`config.mk`:
```
export PLATFORM = sky130hd
export DESIGN_NAME = lp_clk_ctrl
export DESIGN_NICKNAME = d
export VERILOG_FILES = /design/src/rtl/lp_pkg.sv /design/src/rtl/lp_fsm.sv /design/src/rtl/lp_warm_cnt.sv /design/src/rtl/lp_en_reg.sv /design/src/rtl/lp_clk_ctrl.sv
export SDC_FILE = /design/constraint.sdc
export NUM_CORES = 1
export LEC_CHECK = 0
export CORE_ASPECT_RATIO = 0.8
export CORE_MARGIN = 5
export CORE_UTILIZATION = 44
export DETAILED_ROUTE_END_ITERATION = 7
export HOLD_SLACK_MARGIN = 0.1
export PLACE_DENSITY = 0.76
export SETUP_SLACK_MARGIN = 0.15
export SYNTH_ARGS = -nofsm -noshare
export SYNTH_HDL_FRONTEND = slang
export SYNTH_SLANG_ARGS = --single-unit
```
`constraint.sdc`:
```
create_clock -name clk -period 1.85 [get_ports clk]
set_clock_uncertainty 0.15 [all_clocks]
set_input_delay 0.37 -clock clk [delete_from_list [all_inputs] [get_ports clk]]
set_output_delay 0.37 -clock clk [all_outputs]
set_load 0.005 [all_outputs]
```
`src/rtl/lp_pkg.sv`:
```
package lp_pkg;

  typedef enum logic [2:0] {
    LP_RUN   = 3'd0,
    LP_WAIT  = 3'd1,
    LP_PSTOP = 3'd2,
    LP_FSTOP = 3'd3,
    LP_WARM  = 3'd4,
    LP_PWAKE = 3'd5
  } lp_state_e;

  typedef struct packed {
    logic osc;
    logic cpu;
    logic tmr;
  } core_en_t;

  // core enables wanted for a given state
  function automatic core_en_t core_decode(input lp_state_e s, input logic keep);
    core_en_t e;
    case (s)
      LP_RUN:            e = '{osc: 1'b1, cpu: 1'b1, tmr: 1'b1};
      LP_WAIT:           e = '{osc: 1'b1, cpu: 1'b0, tmr: 1'b1};
      LP_PSTOP, LP_PWAKE: e = '{osc: 1'b1, cpu: 1'b0, tmr: keep};
      LP_WARM:           e = '{osc: 1'b1, cpu: 1'b0, tmr: 1'b0};
      default:           e = '{osc: 1'b0, cpu: 1'b0, tmr: 1'b0};
    endcase
    return e;
  endfunction

  // peripheral enable for one bit
  function automatic logic periph_decode(input lp_state_e s, input logic off_bit);
    case (s)
      LP_RUN:  return 1'b1;
      LP_WAIT: return ~off_bit;
      default: return 1'b0;
    endcase
  endfunction

endpackage

```
`src/rtl/lp_fsm.sv`:
```
module lp_fsm
  import lp_pkg::*;
(
  input  logic      clk,
  input  logic      rst_n,
  input  logic      stop_req,
  input  logic      wait_req,
  input  logic      pstop_sel,
  input  logic      keep_tmr,
  input  logic      ext_irq,
  input  logic      irq_any,
  input  logic      rti_evt,
  input  logic      wdog_evt,
  input  logic      warm_done,
  output lp_state_e state_q,
  output lp_state_e state_nxt,
  output logic      warm_start,
  output logic      warm_active,
  output logic      pstop_wake,
  output logic      wait_wake
);

  assign warm_active = (state_q == LP_WARM);
  assign warm_start  = (state_q == LP_FSTOP) && ext_irq;
  assign pstop_wake  = (state_q == LP_PSTOP) &&
                       (ext_irq || (keep_tmr && (rti_evt || wdog_evt)));
  assign wait_wake   = (state_q == LP_WAIT) && (irq_any || ext_irq);

  always_comb begin
    state_nxt = state_q;
    case (state_q)
      LP_RUN: begin
        if (stop_req)      state_nxt = pstop_sel ? LP_PSTOP : LP_FSTOP;
        else if (wait_req) state_nxt = LP_WAIT;
      end
      LP_WAIT:  if (wait_wake)  state_nxt = LP_RUN;
      LP_PSTOP: if (pstop_wake) state_nxt = LP_PWAKE;
      LP_PWAKE: state_nxt = LP_RUN;
      LP_FSTOP: if (warm_start) state_nxt = LP_WARM;
      LP_WARM:  if (warm_done)  state_nxt = LP_RUN;
      default:  state_nxt = LP_RUN;
    endcase
  end

  always_ff @(posedge clk or negedge rst_n) begin
    if (!rst_n) state_q <= LP_RUN;
    else        state_q <= state_nxt;
  end

  assert_fstop_hold_R3: assert property (@(posedge clk) disable iff (!rst_n)
    (state_q == LP_FSTOP && !ext_irq) |=> (state_q == LP_FSTOP));

  assert_pwake_to_run_R6: assert property (@(posedge clk) disable iff (!rst_n)
    (state_q == LP_PWAKE) |=> (state_q == LP_RUN));

endmodule

```
`src/rtl/lp_warm_cnt.sv`:
```
module lp_warm_cnt #(
  parameter int CNT_W = 16
) (
  input  logic             clk,
  input  logic             rst_n,
  input  logic             load,
  input  logic [CNT_W-1:0] load_val,
  input  logic             active,
  output logic             done
);

  logic [CNT_W-1:0] cnt_q;

  // last warm-up cycle when one or zero counts remain
  function automatic logic last_tick(input logic [CNT_W-1:0] c);
    return c <= CNT_W'(1);
  endfunction

  assign done = active && last_tick(cnt_q);

  always_ff @(posedge clk or negedge rst_n) begin
    if (!rst_n)                        cnt_q <= '0;
    else if (load)                     cnt_q <= load_val;
    else if (active && cnt_q != '0)    cnt_q <= cnt_q - CNT_W'(1);
  end

  assert_warm_count_R4: assert property (@(posedge clk) disable iff (!rst_n)
    (active && !load && !last_tick(cnt_q)) |=> (cnt_q == $past(cnt_q) - CNT_W'(1)));

endmodule

```
`src/rtl/lp_en_reg.sv`:
```
module lp_en_reg
  import lp_pkg::*;
#(
  parameter int NUM_PERIPH = 4
) (
  input  logic                  clk,
  input  logic                  rst_n,
  input  lp_state_e             state_nxt,
  input  logic                  keep_tmr,
  input  logic [NUM_PERIPH-1:0] periph_off,
  output logic                  osc_en,
  output logic                  cpu_clk_en,
  output logic                  tmr_clk_en,
  output logic [NUM_PERIPH-1:0] periph_clk_en
);

  core_en_t core_d;
  assign core_d = core_decode(state_nxt, keep_tmr);

  always_ff @(posedge clk or negedge rst_n) begin
    if (!rst_n) begin
      osc_en     <= 1'b1;
      cpu_clk_en <= 1'b1;
      tmr_clk_en <= 1'b1;
    end else begin
      osc_en     <= core_d.osc;
      cpu_clk_en <= core_d.cpu;
      tmr_clk_en <= core_d.tmr;
    end
  end

  for (genvar i = 0; i < NUM_PERIPH; i++) begin : g_periph
    always_ff @(posedge clk or negedge rst_n) begin
      if (!rst_n) periph_clk_en[i] <= 1'b1;
      else        periph_clk_en[i] <= periph_decode(state_nxt, periph_off[i]);
    end
  end

endmodule

```
`src/rtl/lp_clk_ctrl.sv`:
```
module lp_clk_ctrl
  import lp_pkg::*;
#(
  parameter int NUM_PERIPH = 4,
  parameter int CNT_W      = 16
) (
  input  logic                  clk,
  input  logic                  rst_n,
  input  logic                  stop_req,
  input  logic                  wait_req,
  input  logic                  pstop_sel,
  input  logic                  keep_tmr,
  input  logic [NUM_PERIPH-1:0] periph_off,
  input  logic                  ext_irq,
  input  logic                  irq_any,
  input  logic                  rti_evt,
  input  logic                  wdog_evt,
  input  logic [CNT_W-1:0]      osc_start_cnt,
  output logic                  osc_en,
  output logic                  cpu_clk_en,
  output logic                  tmr_clk_en,
  output logic [NUM_PERIPH-1:0] periph_clk_en
);

  localparam logic [NUM_PERIPH-1:0] ALL_ON = '1;

  lp_state_e state_q, state_nxt;
  logic warm_start, warm_active, warm_done, pstop_wake, wait_wake;

  lp_fsm u_fsm (
    .clk(clk), .rst_n(rst_n),
    .stop_req(stop_req), .wait_req(wait_req), .pstop_sel(pstop_sel),
    .keep_tmr(keep_tmr), .ext_irq(ext_irq), .irq_any(irq_any),
    .rti_evt(rti_evt), .wdog_evt(wdog_evt), .warm_done(warm_done),
    .state_q(state_q), .state_nxt(state_nxt),
    .warm_start(warm_start), .warm_active(warm_active),
    .pstop_wake(pstop_wake), .wait_wake(wait_wake)
  );

  lp_warm_cnt #(.CNT_W(CNT_W)) u_warm (
    .clk(clk), .rst_n(rst_n),
    .load(warm_start), .load_val(osc_start_cnt),
    .active(warm_active), .done(warm_done)
  );

  lp_en_reg #(.NUM_PERIPH(NUM_PERIPH)) u_en (
    .clk(clk), .rst_n(rst_n),
    .state_nxt(state_nxt), .keep_tmr(keep_tmr), .periph_off(periph_off),
    .osc_en(osc_en), .cpu_clk_en(cpu_clk_en), .tmr_clk_en(tmr_clk_en),
    .periph_clk_en(periph_clk_en)
  );

  assert_no_clock_without_osc_R2: assert property (@(posedge clk) disable iff (!rst_n)
    !osc_en |-> (!cpu_clk_en && !tmr_clk_en && periph_clk_en == '0));

  assert_cpu_needs_osc_R10: assert property (@(posedge clk) disable iff (!rst_n)
    cpu_clk_en |-> osc_en);

  assert_pstop_wake_two_R6: assert property (@(posedge clk) disable iff (!rst_n)
    pstop_wake |=> ##1 (cpu_clk_en && periph_clk_en == ALL_ON));

  assert_wait_wake_next_R8: assert property (@(posedge clk) disable iff (!rst_n)
    wait_wake |=> (cpu_clk_en && tmr_clk_en && periph_clk_en == ALL_ON));

  assert_warm_osc_first_R4: assert property (@(posedge clk) disable iff (!rst_n)
    warm_start |=> (osc_en && !cpu_clk_en));

endmodule

```
==> results of run 1 <==
-- repair_timing --
action / 4_1_cts / 5_1_grt
gates resized for setup: 26 / 15
buffers inserted: 3 / 1
hold endpoints to repair: 0 / 0
pin swaps: 23 / 8
endpoints found under the setup margin: 30 / 23
-- layer usage --
metal	vias up	track usage [%]
li1	695	-
met1	701	24.9
met2	25	31.4
met3	11	3.38
met4	0	7.36
met5	-	0
-- through the flow --
stage	cells	worst slack [ns]	setup TNS [ns]	cell area, um^2
finish	265	-0.130	-0.632	2470
floorplan	157	-0.0118	-0.0572	1600
global route	265	-0.208	-2.35	2470
detailed placement	257	-0.346	-2.80	2220
CTS	264	-0.0716	-0.562	2390
global placement	257	-0.285	-2.05	2220
-- cells in the final DEF (no fill, tap or decap), drive strengths merged, types with 2 or more instances in the layout --
cell           Yosys  routed
buf                2      36
clkdlybuf4s50      0      29
a21oi             23      23
nor2              22      22
dfrtp             19      19
xnor2             13      13
nor3               8       8
dlygate4sd2        0       7
dfstp              7       7
nor4               7       7
nor2b              5       5
inv                5       5
nand3              5       5
a211oi             4       4
o21ai              4       4
or3                4       4
clkbuf             6       3
nand2              3       3
or2                3       3
ha                 3       3
and4               2       2
-- state kept, by name (all words and copies together) (netlist names) --
register / count
u_warm.cnt_q: 16
u_fsm.state_q: 3
u_en.periph_clk_en: 4
u_en.tmr_clk_en: 1
u_en.osc_en: 1
u_en.cpu_clk_en: 1
-- logic make-up after synthesis --
group                      count (synthesis)  share of synthesized area, %
adders and majority gates                  3                          2.53
AOI/OAI and AO/OA                         36                          15.0
xor gates and xnor gates                  13                          7.68
buffers and inverters                     13                          3.88
and+or+nand+nor                           64                          25.0
DFF                                       26                          44.5
muxes                                      2                          1.43
-- worst max path at each step --
stage / from / endpoint / slack (ns)
after floorplan: u_warm.cnt_q[8]$_DFFE_PN0P_ / u_en.periph_clk_en[0]$_DFF_PN1_ / -0.01
after global placement: wdog_evt / u_en.periph_clk_en[1]$_DFF_PN1_ / -0.29
after detailed placement: rti_evt / u_en.tmr_clk_en$_DFF_PN1_ / -0.35
after CTS: u_warm.cnt_q[8]$_DFFE_PN0P_ / u_en.tmr_clk_en$_DFF_PN1_ / -0.07
after global routing: u_warm.cnt_q[8]$_DFFE_PN0P_ / u_en.tmr_clk_en$_DFF_PN1_ / -0.21
final: u_warm.cnt_q[8]$_DFFE_PN0P_ / u_en.tmr_clk_en$_DFF_PN1_ / -0.13
-- where the power goes --
part,switching (mW),internal [mW]
Clock,0.192,0.290
Combinational,0.853,0.887
Sequential,0.195,0.891
-- area by class of cell --
| class | instances | area (um^2) | area share, % |
|---|---|---|---|
| multi-input cells | 118 | 998 | 40.5 |
| repair buffers | 72 | 669 | 27.1 |
| flip-flops and latches | 26 | 659 | 26.7 |
| well taps | 40 | 50.0 | 2.03 |
| clock buffers | 3 | 41.3 | 1.67 |
| clock inverters | 1 | 30.0 | 1.22 |
| inverters | 5 | 18.8 | 0.761 |
==> flow_summary.yaml, run 1 <==
logic_synthesis:
  post_synth_top_area_share_pct: 32.1
  synth_area_um2: 1480
  yosysMostFrequentCell: "nor2_1"
  yosys_register_bits: 26
  seq_area_frac_synth_pct: 44.5
  dominantRegCellSynth: "dfrtp_1"
  yosys-top-cells-area: "dfrtp_1 (32%), dfstp_2 (12%), xnor2_1 (7.7%)"
  yosys_warnings: 0
  synth_commonest_cells: "nor2_1 (21), a21oi_1 (19), dfrtp_1 (19)"
  postSynthNetCount: 190
  leading_area_contributor_after_synthesis: "dfrtp_1"
  number_of_enable_flip_flop_cells_after_synthesis: 0
  post_synth_num_cell_types: 36
  post_synth_inst_count: 157
  post_synth.cell_area_avg_um2: 9.44
  async_s_r_ff_share_synth_pct: 100
clocking:
  h-tree-depth: 1
  cts_num_sinks: 26
  cts_made_buffers: 3
  clock_insertion_delay_worst_skew_ns: 0.28
  clockRootBuffer: "clkbuf_8"
  ctsHoldBuffers: 0
  clockBufferDepth: 2
  worst_setup_hold_path_clk_slew_ns: 0.11
  cts_tree: "yes"
worst_setup_path:
  crit-reg2reg-capture: "u_en.tmr_clk_en$_DFF_PN1_"
  critPathMaxStageDelay_ns: 0.41
  arrival_time_reported_for_the_critical_path_endpoint_ns: 2.01
  worstSetupEndpointType: "flop"
  crit_chain: "nor4_4 > nand4_1 > a221o_1 > or2_1 > o221ai_1"
  crit_fanout: 3
  ff2ff_path_depth: 5
  worstPathBufferInverterCount: 0
  crit_required_ns: 1.88
  reg2reg_setup_slack_ns: -0.13
  crit_path_top_delay_cell: "dfrtp_1"
  worstSetupStartpointType: "flop"
  critPathTopFamily: "simple AND/OR/NAND/NOR gates"
  timing.setup.critical_path_class: "flop to flop"
  cp_num_cells: 5
  reg2reg_from: "u_warm.cnt_q[8]$_DFFE_PN0P_"
route:
  drt_pass1_iterations: 4
  drc_errors: 0
  detail_route.iter0.violations: 62
  vias_per_cell: 5.40
  met2RoutedLength_um: 2130
  dr.max_layer_used: "met4"
  finalWirelength_um: 4290
  via_count: 1432
  wl_met1_um: 1940
  final_antenna_net_count: 0
  routedWlPerCell_um: 16.2
  wl_met3_um: 111
sta:
  finalWorstSetupSlack_ns: -0.130
  holdWs_ns: 0.293
  tightestPinTransition_ns: 0.394
  report.final.setup_viol: 15
  highest_attainable_clock_frequency_mhz: 505
  worst_slew_margin_rel_pct: 73.8
  layout_min_cycle_time_ns: 1.98
  timing.final.hold_violations: 0
  grt_setup_unrepaired: "yes"
  fin_crit_sh_pct: 107
  final_max_slew_viol_count: 0
pwr:
  power_per_cell_area_nw_per_um2: 1340
  peakVddDrop_uv: 832
  total_power_mw: 3.31
  power_leakage_nw: 0.922
outcome:
  status: "finished with violations"
  failed_checks: "negative setup slack"
floorplanning:
  initial_utilization_pct: 47.0
  die_y_um: 61.9
  core_region_area_um2: 3150
  chipWidth_um: 74.9
  ioPinCount: 37
  rows: 18
  die_area_um2: 4640
cells_and_area:
  diodes: 0
  post_route_cells_drive_above_1_share_pct: 39.6
  final_core_utilization_pct: 78.3
  layout.nets: 259
  flow.area_growth_from_synthesis_pct: 66.4
  num-fill-cells: 186
global_routing:
  largest_net_degree_at_the_start_of_global_routing: 27
  number_of_global_route_vias_before_repair: 1452
  global_route.overflow_total: 0
  antenna_found_initial: 0
  global_routing_usage_summed_across_all_routing_layers_pct: 18.9
  grt_pass1_wl_um: 6580
place:
  dp.final_hpwl_um: 3100
  finalWeightedCongestion: 0.866
  number_of_input_and_output_port_buffers_inserted: 36
job:
  max_cap_viol_count: 0
min_path:
  hold_path.class: "input pin to asynchronous set/reset pin"
Power figures use the tool's default switching activity.
==> run 2, diff against run 1 <==
GPL_TIMING_DRIVEN = 0   (was default)
MAX_ROUTING_LAYER = met4   (was default)
SLEW_MARGIN = 40   (was default)
==> flow_summary.yaml, run 2 (synthesis gave the netlist of run 1 again) <==
job:
  max_cap_viol_count: 0
place:
  finalWeightedCongestion: 0.832
  placement.cell_area_um2: 2000
  dp.final_hpwl_um: 2750
  place_ws_ns: -0.549
  number_of_input_and_output_port_buffers_inserted: 36
worst_setup_path:
  timing.setup.critical_path_class: "flop to flop"
  crit-reg2reg-capture: "u_en.periph_clk_en[2]$_DFF_PN1_"
  crit_fanout: 6
  worst_setup_path_endpoint: "u_en.periph_clk_en[2]$_DFF_PN1_"
  reg2reg_from: "u_warm.cnt_q[7]$_DFFE_PN0P_"
  crit_chain: "nor4_4 > nand4_1 > a221o_1 > or2_1 > buf_6 > a21oi_2"
  crit_required_ns: 1.92
  reg2reg_setup_slack_ns: -0.14
  arrival_time_reported_for_the_critical_path_endpoint_ns: 2.06
  worstSetupStartpointType: "flop"
  critPathMaxStageDelay_ns: 0.44
  ff2ff_path_depth: 6
  crit_path_top_delay_cell: "dfrtp_2"
  crit_start: "u_warm.cnt_q[7]$_DFFE_PN0P_"
  worstSetupEndpointType: "flop"
sta:
  worst_slew_margin_rel_pct: 60.4
  timing.final.hold_violations: 0
  final_max_slew_viol_count: 0
  grt_setup_unrepaired: "yes"
  fin_crit_sh_pct: 108
  highest_attainable_clock_frequency_mhz: 502
  report.final.setup_viol: 19
  layout_min_cycle_time_ns: 1.99
  tightestPinTransition_ns: 0.594
  finalWorstSetupSlack_ns: -0.143
clocking:
  clockBufferDepth: 2
  cts_num_sinks: 26
  clockRootBuffer: "clkbuf_8"
  clock_insertion_delay_worst_skew_ns: 0.28
  h-tree-depth: 1
  cts_made_buffers: 3
  cts_tree: "yes"
  worst_setup_hold_path_clk_slew_ns: 0.09
floorplanning:
  die_y_um: 61.9
  core_region_area_um2: 3150
  rows: 18
  initial_utilization_pct: 47.0
  die_area_um2: 4640
  chipWidth_um: 74.9
  ioPinCount: 37
route:
  vias_per_cell: 5.57
  via_count: 1414
  final_antenna_net_count: 0
  finalWirelength_um: 4410
  detail_route.iter0.violations: 82
  routedWlPerCell_um: 17.4
  drc_errors: 0
  drt_pass1_iterations: 4
cells_and_area:
  layout_commonest_cell: "clkdlybuf4s50_1"
  num-fill-cells: 203
  post_route_cells_drive_above_1_share_pct: 37.4
  largest_reg_flops: 16
  layout.nets: 248
  flow.area_growth_from_synthesis_pct: 62.0
  top_library_cells_by_usage_in_the_layout_fill_and_taps_aside: "clkdlybuf4s50_1 (28), nor2_1 (19), a21oi_1 (15), dfrtp_1 (15)"
  diodes: 0
  fin_area_um2: 2400
  regMostFlops: "u_warm.cnt_q"
  largest_registers: "u_warm.cnt_q x16, u_en.periph_clk_en x4, u_fsm.state_q x3"
global_routing:
  grt_pass1_wl_um: 6730
  global_route.overflow_total: 0
  largest_net_degree_at_the_start_of_global_routing: 27
  grt_util_met3_pct: 3.38
  number_of_global_route_vias_before_repair: 1390
  global_routing_usage_summed_across_all_routing_layers_pct: 19.9
  globalRoute.busiestLayer: "met2"
  antenna_found_initial: 0
  grt_util_met2_pct: 32.4
  fraction_of_met1_tracks_used_by_global_routing_pct: 25.6
pwr:
  comb_power_share_pct: 49.0
  power_leakage_nw: 0.861
  power_switching_share_pct: 38.9
  switching_power_mw: 1.26
  power_per_cell_area_nw_per_um2: 1350
  clkPwrFrac_pct: 14.8
  internal_power_mw: 1.98
  sequentialPowerShare_pct: 36.2
  peakVddDrop_uv: 778
min_path:
  hold_path.class: "flop to flop"
outcome:
  status: "finished with violations"
  failed_checks: "negative setup slack"
run 2: cell types whose count changed in the layout (fill, tap and decap cells not counted), sizes merged:
cell	before	now
clkbuf	3	8
buf	36	20
clkdlybuf4s50	29	28
dlygate4sd3	0	1
run 2: critical path, delay by kind of cell, from the launching register on:
kind,cells,cell delay (ns)
AND/OR/NAND/NOR,3,0.75
AO/OA/AOI/OAI,2,0.45
flip-flops,1,0.44
buffers and inverters,1,0.14
run 2: power groups by stage:
stage	clock, mW	sequential [mW]	combinational, mW
after floorplan	0	1.14	0.848
after global placement	0	1.18	1.20
after detailed placement	0	1.19	1.25
after CTS	0.482	1.17	1.39
after global routing	0.512	1.21	1.73
final	0.481	1.18	1.59
run 2: area by class of cell:
cell class                 count  area, um^2  area share (%)
multi-input combinational    118        1020            42.4
sequential                    26         664            27.7
timing repair buffer          53         495            20.6
buffer                         8        82.6            3.44
tap                           40        50.0            2.08
clock buffer                   3        41.3            1.72
clock inverter                 1        30.0            1.25
inverter                       5        18.8           0.781
run 2: how the worst min path moves through the flow:
stage,start,to,cells past startpoint
after floorplan,rst_n,u_fsm.state_q[0]$_DFF_PN0_,0
after global placement,u_fsm.state_q[2]$_DFF_PN0_,u_fsm.state_q[1]$_DFF_PN0_,1
after detailed placement,rst_n,u_warm.cnt_q[9]$_DFFE_PN0P_,1
after CTS,u_fsm.state_q[2]$_DFF_PN0_,u_fsm.state_q[1]$_DFF_PN0_,1
after global routing,periph_off[1],u_en.periph_clk_en[1]$_DFF_PN1_,2
final,u_fsm.state_q[2]$_DFF_PN0_,u_fsm.state_q[1]$_DFF_PN0_,1
run 2: per-layer routing:
layer  part of all wire [%]  routed length (um)
met3                    3.5                 153
met1                     43                1910
met4                    1.8                  80
met2                     51                2260
met5                      0                   0
run 2: repair_timing:
action                     in CTS  in global routing
hold endpoints to repair       19                  0
resized for setup              32                 26
setup endpoints to repair      31                 24
hold buffers                    1                  0
cloned                          1                  0
buffers inserted               11                  4
pin swaps                      16                 17
run 2: per-stage QoR:
step / cells / setup TNS (ns) / util [%] / hold slack, ns / power [mW]
detailed placement: 233 / -4.86 / 63.5 / 0.261 / 2.45
floorplan: 157 / -0.0572 / - / -0.0756 / 1.99
CTS: 250 / -1.12 / 72.0 / 0.434 / 3.04
global route: 254 / -3.31 / 76.2 / 0.450 / 3.46
finish: 254 / -1.68 / 76.2 / 0.440 / 3.25
global placement: 233 / -5.49 / 63.7 / 0.375 / 2.37
